===== src/rtl/dit_pkg.sv =====
// dit_pkg: shared widths, control bit positions, register sub-addresses
// and the sequencing states of one interval timer.
package dit_pkg;
    localparam int DATA_W = 8;
    localparam int CNT_W  = 2 * DATA_W;
    localparam int NUM_TMR = 2;
    localparam int SUB_W  = 2;
    localparam int IDX_W  = (NUM_TMR > 1) ? $clog2(NUM_TMR) : 1;
    localparam int ADDR_W = SUB_W + IDX_W;

    // control byte bit positions
    localparam int CB_RUN  = 0;
    localparam int CB_PIN  = 1;
    localparam int CB_TOG  = 2;
    localparam int CB_ONE  = 3;
    localparam int CB_FLD  = 4;
    localparam int CB_SRC0 = 5;
    localparam int CB_SRC1 = 6;

    // sub-address within one timer's register group
    localparam logic [SUB_W-1:0] SUB_LO  = 2'd0;
    localparam logic [SUB_W-1:0] SUB_HI  = 2'd1;
    localparam logic [SUB_W-1:0] SUB_CTL = 2'd2;

    typedef enum logic [2:0] {
        ST_IDLE,       // stopped
        ST_ARM,        // one idle cycle, then run
        ST_LOAD_IDLE,  // reload, then stop
        ST_LOAD_RUN,   // reload, then run
        ST_LOAD_ARM,   // reload (or fire at 1), then arm
        ST_RUN,        // decrementing
        ST_RUN_LAST    // one last decrement, then stop
    } tmr_state_e;
endpackage


===== src/rtl/dit_regdec.sv =====
// dit_regdec: decodes a byte write into per-timer strobes.
// Assumes: upper address bits select the timer, low SUB_W bits the register.
module dit_regdec
    import dit_pkg::*;
#(
    parameter int NT = NUM_TMR
) (
    input  logic              wr_en,
    input  logic [ADDR_W-1:0] wr_addr,
    output logic [NT-1:0]     lo_we,
    output logic [NT-1:0]     hi_we,
    output logic [NT-1:0]     ctl_we
);
    localparam int IW = ADDR_W - SUB_W;

    logic [SUB_W-1:0] sub;
    assign sub = wr_addr[SUB_W-1:0];

    for (genvar i = 0; i < NT; i++) begin : g_dec
        logic hit;
        // select this timer's register group
        assign hit       = wr_en && (wr_addr[ADDR_W-1:SUB_W] == IW'(i));
        assign lo_we[i]  = hit && (sub == SUB_LO);
        assign hi_we[i]  = hit && (sub == SUB_HI);
        assign ctl_we[i] = hit && (sub == SUB_CTL);
    end
endmodule


===== src/rtl/dit_timer.sv =====
// dit_timer: one 16-bit interval timer with latch, delayed control
// write and cycle-exact start/stop/force-load sequencing.
// Assumes: tick_en qualifies every state change; chain_tick is the
// same-cycle underflow of the previous timer (0 for the first one).
module dit_timer
    import dit_pkg::*;
(
    input  logic              clk,
    input  logic              rst_n,
    input  logic              tick_en,
    input  logic              lo_we,
    input  logic              hi_we,
    input  logic              ctl_we,
    input  logic [DATA_W-1:0] wr_data,
    input  logic              chain_tick,
    output logic [CNT_W-1:0]  count_o,
    output logic [DATA_W-1:0] ctrl_o,
    output logic [CNT_W-1:0]  latch_o,
    output logic              flag_o,
    output logic              toggle_o,
    output logic              underflow_o
);
    tmr_state_e        state_q, st_n;
    logic [CNT_W-1:0]  cnt_q, cnt_n, latch_q;
    logic [DATA_W-1:0] ctrl_q, ctrl_n, pend_q, pend_n;
    logic              pvld_q, pvld_n, tog_q, tog_n, flag_q;
    logic [1:0]        src_q;
    logic              src_ok, do_cnt, fire, cnt_uf;

    // count source: 00 every cycle, 10 previous timer underflow
    assign src_ok = (src_q == 2'b00) || ((src_q == 2'b10) && chain_tick);

    // next-state: sequencing, counting, underflow, delayed control apply
    always_comb begin
        st_n   = state_q;
        cnt_n  = cnt_q;
        ctrl_n = ctrl_q;
        pend_n = pend_q;
        pvld_n = pvld_q;
        tog_n  = tog_q;
        do_cnt = 1'b0;
        fire   = 1'b0;
        cnt_uf = 1'b0;
        if (tick_en) begin
            case (state_q)
                ST_ARM:       st_n = ST_RUN;
                ST_LOAD_IDLE: begin st_n = ST_IDLE; cnt_n = latch_q; end
                ST_LOAD_RUN:  begin st_n = ST_RUN;  cnt_n = latch_q; end
                ST_LOAD_ARM: begin
                    st_n = ST_ARM;
                    if (cnt_q == CNT_W'(1)) fire = 1'b1;
                    else                    cnt_n = latch_q;
                end
                ST_RUN:       do_cnt = 1'b1;
                ST_RUN_LAST:  begin st_n = ST_IDLE; do_cnt = 1'b1; end
                default:      ;
            endcase
            if (do_cnt && src_ok) begin
                if (cnt_q <= CNT_W'(1)) begin
                    cnt_n  = '0;
                    cnt_uf = 1'b1;
                    if (st_n != ST_IDLE) fire = 1'b1;
                end else begin
                    cnt_n = cnt_q - CNT_W'(1);
                end
            end
            if (fire) begin
                cnt_n = latch_q;
                tog_n = !tog_q;
                if (ctrl_q[CB_ONE]) begin
                    ctrl_n[CB_RUN] = 1'b0;
                    pend_n[CB_RUN] = 1'b0;
                    st_n = ST_LOAD_IDLE;
                end else begin
                    st_n = ST_LOAD_RUN;
                end
            end
            if (pvld_q) begin
                case (st_n)
                    ST_IDLE, ST_LOAD_IDLE: begin
                        if (pend_n[CB_RUN]) begin
                            tog_n = 1'b1;
                            st_n  = pend_n[CB_FLD] ? ST_LOAD_ARM : ST_ARM;
                        end else if (pend_n[CB_FLD]) begin
                            st_n = ST_LOAD_IDLE;
                        end
                    end
                    ST_RUN: begin
                        if (pend_n[CB_RUN]) begin
                            if (pend_n[CB_FLD]) st_n = ST_LOAD_ARM;
                        end else begin
                            st_n = pend_n[CB_FLD] ? ST_LOAD_IDLE : ST_RUN_LAST;
                        end
                    end
                    ST_LOAD_RUN, ST_ARM: begin
                        if (pend_n[CB_RUN]) begin
                            if (pend_n[CB_ONE]) begin
                                pend_n[CB_RUN] = 1'b0;
                                st_n = ST_IDLE;
                            end else if (pend_n[CB_FLD]) begin
                                st_n = ST_LOAD_ARM;
                            end
                        end else begin
                            st_n = ST_IDLE;
                        end
                    end
                    default: ;
                endcase
                ctrl_n         = pend_n;
                ctrl_n[CB_FLD] = 1'b0;
                pvld_n         = 1'b0;
            end
        end
        if (ctl_we) begin
            pend_n = wr_data;
            pvld_n = 1'b1;
        end
        if (hi_we && !ctrl_q[CB_RUN]) cnt_n = {wr_data, latch_q[DATA_W-1:0]};
    end

    // state registers
    always_ff @(posedge clk) begin
        if (!rst_n) begin
            state_q <= ST_IDLE;
            cnt_q   <= '1;
            ctrl_q  <= '0;
            pend_q  <= '0;
            pvld_q  <= 1'b0;
            tog_q   <= 1'b0;
            flag_q  <= 1'b0;
        end else begin
            state_q <= st_n;
            cnt_q   <= cnt_n;
            ctrl_q  <= ctrl_n;
            pend_q  <= pend_n;
            pvld_q  <= pvld_n;
            tog_q   <= tog_n;
            flag_q  <= fire;
        end
    end

    // latch bytes and the immediately applied source select
    always_ff @(posedge clk) begin
        if (!rst_n) begin
            latch_q <= CNT_W'(1);
            src_q   <= 2'b00;
        end else begin
            if (lo_we) latch_q[DATA_W-1:0]     <= wr_data;
            if (hi_we) latch_q[CNT_W-1:DATA_W] <= wr_data;
            if (ctl_we) src_q <= {wr_data[CB_SRC1], wr_data[CB_SRC0]};
        end
    end

    assign count_o     = cnt_q;
    assign ctrl_o      = ctrl_q;
    assign latch_o     = latch_q;
    assign flag_o      = flag_q;
    assign toggle_o    = tog_q;
    assign underflow_o = cnt_uf;
endmodule


===== src/rtl/dit_pin_mux.sv =====
// dit_pin_mux: selects pulse or toggle level for each timer's port pin.
// Assumes: pulse is the registered one-cycle underflow flag.
module dit_pin_mux #(
    parameter int NT = 2
) (
    input  logic [NT-1:0] pin_en,
    input  logic [NT-1:0] tog_mode,
    input  logic [NT-1:0] pulse,
    input  logic [NT-1:0] tog,
    output logic [NT-1:0] pb_out,
    output logic [NT-1:0] pb_oe
);
    for (genvar i = 0; i < NT; i++) begin : g_pin
        // drive the chosen level only while the pin is routed
        assign pb_out[i] = pin_en[i] && (tog_mode[i] ? tog[i] : pulse[i]);
        assign pb_oe[i]  = pin_en[i];
    end
endmodule


===== src/rtl/dual_interval_timer.sv =====
// dual_interval_timer: two interval timers, B cascadable onto A's
// underflow, with byte-wide register writes and per-timer pin output.
// Assumes: one register write per cycle; tick_en is the system enable.
module dual_interval_timer
    import dit_pkg::*;
(
    input  logic              clk,
    input  logic              rst_n,
    input  logic              tick_en,
    input  logic              wr_en,
    input  logic [ADDR_W-1:0] wr_addr,
    input  logic [DATA_W-1:0] wr_data,
    output logic [CNT_W-1:0]  a_count,
    output logic [CNT_W-1:0]  b_count,
    output logic [DATA_W-1:0] a_ctrl,
    output logic [DATA_W-1:0] b_ctrl,
    output logic              a_uflow,
    output logic              b_uflow,
    output logic [NUM_TMR-1:0] pb_out,
    output logic [NUM_TMR-1:0] pb_oe
);
    logic [NUM_TMR-1:0] lo_we, hi_we, ctl_we;
    logic [NUM_TMR-1:0] flag_w, tog_w, uf_now_w, chain_w, pin_en_w, tog_mode_w;
    logic [CNT_W-1:0]   cnt_w   [NUM_TMR];
    logic [CNT_W-1:0]   latch_w [NUM_TMR];
    logic [DATA_W-1:0]  ctrl_w  [NUM_TMR];

    dit_regdec #(.NT(NUM_TMR)) u_dec (
        .wr_en  (wr_en),
        .wr_addr(wr_addr),
        .lo_we  (lo_we),
        .hi_we  (hi_we),
        .ctl_we (ctl_we)
    );

    for (genvar i = 0; i < NUM_TMR; i++) begin : g_tmr
        // each timer chains onto its predecessor; the first has none
        if (i == 0) begin : g_head
            assign chain_w[i] = 1'b0;
        end else begin : g_link
            assign chain_w[i] = uf_now_w[i-1];
        end

        dit_timer u_tmr (
            .clk        (clk),
            .rst_n      (rst_n),
            .tick_en    (tick_en),
            .lo_we      (lo_we[i]),
            .hi_we      (hi_we[i]),
            .ctl_we     (ctl_we[i]),
            .wr_data    (wr_data),
            .chain_tick (chain_w[i]),
            .count_o    (cnt_w[i]),
            .ctrl_o     (ctrl_w[i]),
            .latch_o    (latch_w[i]),
            .flag_o     (flag_w[i]),
            .toggle_o   (tog_w[i]),
            .underflow_o(uf_now_w[i])
        );

        assign pin_en_w[i]   = ctrl_w[i][CB_PIN];
        assign tog_mode_w[i] = ctrl_w[i][CB_TOG];
    end

    dit_pin_mux #(.NT(NUM_TMR)) u_pin (
        .pin_en  (pin_en_w),
        .tog_mode(tog_mode_w),
        .pulse   (flag_w),
        .tog     (tog_w),
        .pb_out  (pb_out),
        .pb_oe   (pb_oe)
    );

    assign a_count = cnt_w[0];
    assign b_count = cnt_w[1];
    assign a_ctrl  = ctrl_w[0];
    assign b_ctrl  = ctrl_w[1];
    assign a_uflow = flag_w[0];
    assign b_uflow = flag_w[1];
endmodule


===== config.mk =====
export PLATFORM = sky130hd
export DESIGN_NAME = dual_interval_timer
export DESIGN_NICKNAME = d
export VERILOG_FILES = /design/src/rtl/dit_pkg.sv /design/src/rtl/dit_regdec.sv /design/src/rtl/dit_timer.sv /design/src/rtl/dit_pin_mux.sv /design/src/rtl/dual_interval_timer.sv
export SDC_FILE = /design/constraint.sdc
export NUM_CORES = 1
export LEC_CHECK = 0
export ABC_AREA = 1
export BUFFER_PORTS_ARGS = -buffer_cell sky130_fd_sc_hd__buf_2
export CELL_PAD_IN_SITES_DETAIL_PLACEMENT = 0
export CELL_PAD_IN_SITES_GLOBAL_PLACEMENT = 1
export CORE_MARGIN = 2
export CORE_UTILIZATION = 42
export DETAILED_ROUTE_END_ITERATION = 12
export PLACE_DENSITY = 0.92
export SETUP_SLACK_MARGIN = 0.15
export SYNTH_ARGS = -nofsm -noshare
export SYNTH_HDL_FRONTEND = slang
export SYNTH_HIERARCHICAL = 1
export SYNTH_SLANG_ARGS = --single-unit

===== constraint.sdc =====
create_clock -name clk -period 3.4 [get_ports clk]
set_clock_uncertainty 0.15 [all_clocks]
set_input_delay 0.34 -clock clk [delete_from_list [all_inputs] [get_ports clk]]
set_output_delay 0.34 -clock clk [all_outputs]
set_load 0.005 [all_outputs]

Yosys cells after proc, flatten, opt, wreduce, memory -nomap -nowiden. Cells that the tools add are included.

Flip-flop bits (word level): 110. Latch bits: 0. RAM bits: 0. Memory bits (read-only): 0. Input bits: 15. Output and inout port bits: 54. Logic and storage cells: 212. Memories: 0.

Add/sub/neg operators: 2. Multiply operators: 0. Div/mod/pow operators: 0. Magnitude comparators: 2. Equal/unequal tests: 27. Shift-type cells: 0. Muxes and demuxes: 100. Bitwise gates (word level): 1. Reductions and logical operators: 56.

Operator list (count): $mux W16 (12); $mux W3 (24); $pmux W16 S2 (2); $mux W1 (58); $pmux W3 S3 (4); $eq A16 B1 Y1 const B (2); $le A16 B1 Y1 const B (2); $sub A16 B1 Y16 const B (2); $eq A3 B2 Y1 const B (8); $eq A3 B3 Y1 const B (8); $reduce_or A2 Y1 (12); $reduce_bool A2 Y1 (8); $logic_and A1 B1 Y1 (15); $eq A3 B1 Y1 const B (4); $reduce_and A3 Y1 (4); $ne A5 B5 Y1 const B (2); $reduce_bool A5 Y1 (2); $logic_not A2 Y1 (3); $logic_not A3 Y1 (2); $reduce_and A2 Y1 (3); $reduce_bool A3 Y1 (2); $eq A2 B2 Y1 const B (2); $logic_not A1 Y1 (4); $eq A2 B1 Y1 const B (1); other kinds (2) (2).

Logic depth before layout (Yosys ltp).
Depth in word-level cells: 20. Gate-level depth with buffers: 19. Gate-level depth less buffers: 19.

Hierarchy. Netlist, hierarchy kept.

By module, submodules not included: dit_timer at g_tmr[1].u_tmr (times used 1, cells an instance 387, area each 2793.9 um^2, sequential area each 1061.0 um^2); dit_timer at g_tmr[0].u_tmr (times used 1, cells an instance 388, area each 2762.6 um^2, sequential area each 1061.0 um^2); dit_pin_mux (times used 1, cells an instance 12, area each 57.6 um^2, sequential area each 0.0 um^2); dit_regdec (times used 1, cells an instance 14, area each 52.6 um^2, sequential area each 0.0 um^2); dual_interval_timer (times used 1, cells an instance 1, area each 3.8 um^2, sequential area each 0.0 um^2).

Worst setup path after synthesis. Ideal clock, no wire load.

Path kind: flip-flop to flip-flop. From: register g_tmr[0].u_tmr.cnt_q[0]. To: register g_tmr[1].u_tmr.state_q[2]. Setup time: 0.120 ns. Data arrival time: 2.285 ns. Data required time: 3.130 ns. Setup slack: 0.846 ns. Cell stages (with the launch flop): 20. Buffers on the path: 0. Clock period less this slack: 2.554 ns. Cell sequence: dfxtp_1 -> inv_1 -> ha_1 -> nand2_1 -> a21oi_2 -> nand2_1 -> nor3_1 -> o21ai_2 -> nor2_8 -> nand3_4 -> nand2_4 -> nand3_4 -> nand2_4 -> nor2_1 -> nand2_2 -> nand2_1 -> nand2_1 -> nand2_1 -> nand2_1 -> a21oi_2.

Word-level cells in the longest chain between the ends: 16. Elaborated cells between the ends (all ways): 28. Those cells by class: order compare (1); eq/ne (4); mux (17); reduce/logical (6).

Ends and longest elaborated chain: start: declaration (line dit_timer.sv:24) `logic [CNT_W-1:0] cnt_q, cnt_n, latch_q;`; start signal: assignment (line dit_timer.sv:133) `cnt_q <= cnt_n;`; $le A16 B1 Y1 (*) (line dit_timer.sv:59) `if (cnt_q <= CNT_W'(1)) begin`; $mux W1 (*) (line dit_timer.sv:59); $mux W1 (*) (line dit_timer.sv:58) `if (do_cnt && src_ok) begin`; $mux W1 (*) (line dit_timer.sv:44) `if (tick_en) begin`; via chain_w[1] (line dual_interval_timer.sv:23) `logic [NUM_TMR-1:0] flag_w, tog_w, uf_now_w, chain_w, pin_en_w, tog_mode_w;`; $logic_and A1 B1 Y1 (*) (line dit_timer.sv:31) `assign src_ok = (src_q == 2'b00) || ((src_q == 2'b10) && chain_tick);`; $logic_or A1 B1 Y1 (*) (line dit_timer.sv:31); $logic_and A1 B1 Y1 (*) (line dit_timer.sv:58); $mux W1 (*) (line dit_timer.sv:58); $mux W1 (*) (line dit_timer.sv:44); $mux W3 (line dit_timer.sv:67) `if (fire) begin`; $mux W3 (line dit_timer.sv:44); $mux W3 (line dit_timer.sv:90, dit_timer.sv:100); $mux W3 (line dit_timer.sv:97) `if (pend_n[CB_ONE]) begin`; $mux W3 (line dit_timer.sv:96) `if (pend_n[CB_RUN]) begin`; $pmux W3 S3 (line dit_timer.sv:79) `case (st_n)`; $mux W3 (*) (line dit_timer.sv:78) `if (pvld_q) begin`; end signal: assignment (line dit_timer.sv:132) `state_q <= st_n;`; end: declaration (line dit_timer.sv:23) `tmr_state_e state_q, st_n;`.

Mark *: on every way through the listed nets, which the timed path passes. The rest lies on a longest branch. The select of a mux whose other input is x is not followed. A chain may end at the register's enable or synchronous reset.

Worst setup path in the final report. Ends and elaborated chain as after synthesis.

==> key figures <==
Outcome
  • Outcome: completed

CTS
  • Clk root buf: clkbuf_16
  • H-Tree Depth: 3
  • Clock Latency Late Sink: ~0.36 ns
  • CTS tree: built
  • Sink Count: ~110
  • Post-CTS sizing: 0
  • Cts hold-fix bufs: 0
  • CTS Buffer Depth: 2
  • Setup repair bufs after CTS: 0
  • Clock slew seen by the registers of the worst setup and hold paths: roughly 0.08 ns
  • CTS Buf Count: 9

Placed design
  • Cells after DPL: roughly 1000
  • Dpl ws: ~0.47 ns
  • HPWL Detailed: around 11000 µm
  • RD Place Congestion: about 0.92
  • Port bufs: 66

GRT
  • Initial antenna violation count: 0
  • First-pass GRT wire length: 25300 µm
  • Largest net degree at the start of global routing: between 50 and 60
  • Gr usage total: 0.220
  • Vias in the first global route: ~5000
  • Total grt overflow: 0

STA
  • Final setup vio count: 0
  • Slew Limit Headroom: 0.479
  • Minimum clock period: about 3.0 ns
  • Final Cycle Share: 0.881
  • FMAX: 0.334 GHz
  • RSZ-0062 raised after global routing: false
  • Setup TNS: 0 ns
  • Hold Slack: ~0.18 ns
  • Measured slew at the worst slew-check pin: ~0.78 ns
  • Hold Vio Cnt, Final: 0
  • Max Slew Vio Count: 0
  • Final worst slack: between 0.4 and 0.5 ns

Worst hold path
  • Hold Path Class: in -> reg

Floorplanning
  • Die ar.: about 0.014 mm²
  • Die Span X: ~120 µm
  • Core Box Area: between 0.01 and 0.015 mm²
  • Top Ports: 69
  • Row Count: 42
  • Die height: approximately 120 µm
  • Initial Util: 0.430

Drt
  • Drt first pass iters: 5
  • First DRT Iteration DRCs: about 460
  • WL/cell: approximately 15 µm
  • Vias: 5464
  • Via/cell ratio: between 5 and 6
  • ANT nets after route: 0
  • Final WL: between 15000 and 20000 µm
  • DRC viols: 0

Pwr
  • Max VDD drop: between 200 and 300 µV
  • Pwr Density: 419 mW/mm²
  • Leakage power: approximately 2.7 nW
  • Logic pwr share: 0.102
  • Sequential Power Share: 0.499
  • Pint: between 0.0015 and 0.002 W
  • Power share of the clock group: 0.398
  • Fraction of power spent switching nets: 0.266
  • Net Sw Power: about 0.0007 W

Setup path
  • Setup crit start kind: register
  • Critical Path Fanout Max: 7
  • CP Class: reg -> reg
  • Worst EP arrival: a little over 3 ns
  • Critical Path RT: between 3 and 4 ns
  • Critical path capture point type: register

Final layout
  • N_diodes: 0
  • Layout Utilization: 0.490
  • Layout area overhead: 14.1%
  • Most common cell after layout, fill and taps aside: nand2_1
  • Share of cells above drive strength 1: 0.189
  • Non-Filler Instances: approximately 1000
  • Most frequent cells in the layout: nand2_1, nor2_1, dfxtp_1
  • Nets: between 800 and 900

Run
  • MaxCap Viol Count: 0

Yosys
  • Synthesized cell area: 0.00567 mm²
  • Syn nets: 820
  • Cells after Synth: 801
  • Syn avg cell area: just over 7 µm²
  • Yosys warns: 6
path summary, 6_finish.rpt:
kind	startpoint	endpoint	slack (ns)	cells past startpoint
setup reg to reg	g_tmr[0].u_tmr/count_o[0]	g_tmr[1].u_tmr/state_q[2]	0.41	19
hold reg to reg	g_tmr[0].u_tmr/latch_o[9]	g_tmr[0].u_tmr/latch_o[9]	0.32	2
setup / recovery	g_tmr[0].u_tmr/count_o[0]	g_tmr[1].u_tmr/state_q[2]	0.41	19
hold / removal	wr_data[2]	g_tmr[0].u_tmr/latch_o[2]	0.18	3
power by group through the flow:
| stage | clock [W] | combinational, W | sequential, W |
|---|---|---|---|
| final | 0.00108 | 0.000277 | 0.00135 |
| after global placement | 0 | 0.000272 | 0.00138 |
| after CTS | 0.00111 | 0.000277 | 0.00135 |
| after global routing | 0.00115 | 0.000312 | 0.00136 |
| after detailed placement | 0 | 0.000275 | 0.00138 |
| after floorplan | 0 | 0.000175 | 0.00137 |
routing by layer:
layer  share of wire  wire length (µm)  global-route usage  vias to the layer above
met2            0.44              6770               0.335                      157
met5               0                 0                   0                        -
met1            0.50              7720               0.317                     2517
met4           0.015               238              0.0618                        0
li1                -                 -                   -                     2776
met3           0.053               832              0.0409                       14
area by class of cell:
type,count,area [µm²]
Tap cell,176,220
Timing Repair Buffer,74,390
Sequential cell,106,2120
Multi-Input combinational cell,606,3180
Inverter,65,246
Clock buffer,11,243
Fill cell,1388,6720
Clock inverter,5,62.6
flip-flops by register name, indices dropped and copies added, names as in the netlist:
| signal | count |
|---|---|
| g_tmr.u_tmr/count_o | 32 |
| g_tmr.u_tmr/ctrl_o | 14 |
| g_tmr.u_tmr/pvld_q | 2 |
| g_tmr.u_tmr/state_q | 6 |
| g_tmr.u_tmr/latch_o | 32 |
| g_tmr.u_tmr/flag_o | 2 |
| g_tmr.u_tmr/toggle_o | 2 |
| g_tmr.u_tmr/pend_q | 16 |
stage by stage:
step / area, µm² / power [W]
after CTS: 6470 / 0.00274
after global routing: 6470 / 0.00283
after detailed placement: 6160 / 0.00166
after global placement: 6160 / 0.00166
after floorplan: 5670 / 0.00155
final: 6470 / 0.00271
worst max-delay path, cell delays in order, from the launching register on:
cell and delay [ns]:
dfxtp_1 0.33, inv_1 0.11, ha_1 0.19, nand2_1 0.15, a21oi_2 0.25, nand2_1 0.17, nor3_1 0.33, o21ai_2 0.14
nor2_8 0.17, nand3_4 0.09, nand2_4 0.11, nand3_4 0.12, nand2_4 0.12, nor2_1 0.05, nand2_2 0.09, nand2_1 0.05
nand2_1 0.06, nand2_1 0.05, nand2_1 0.07, a21oi_2 0.05
(Power assumes the default switching activity.)
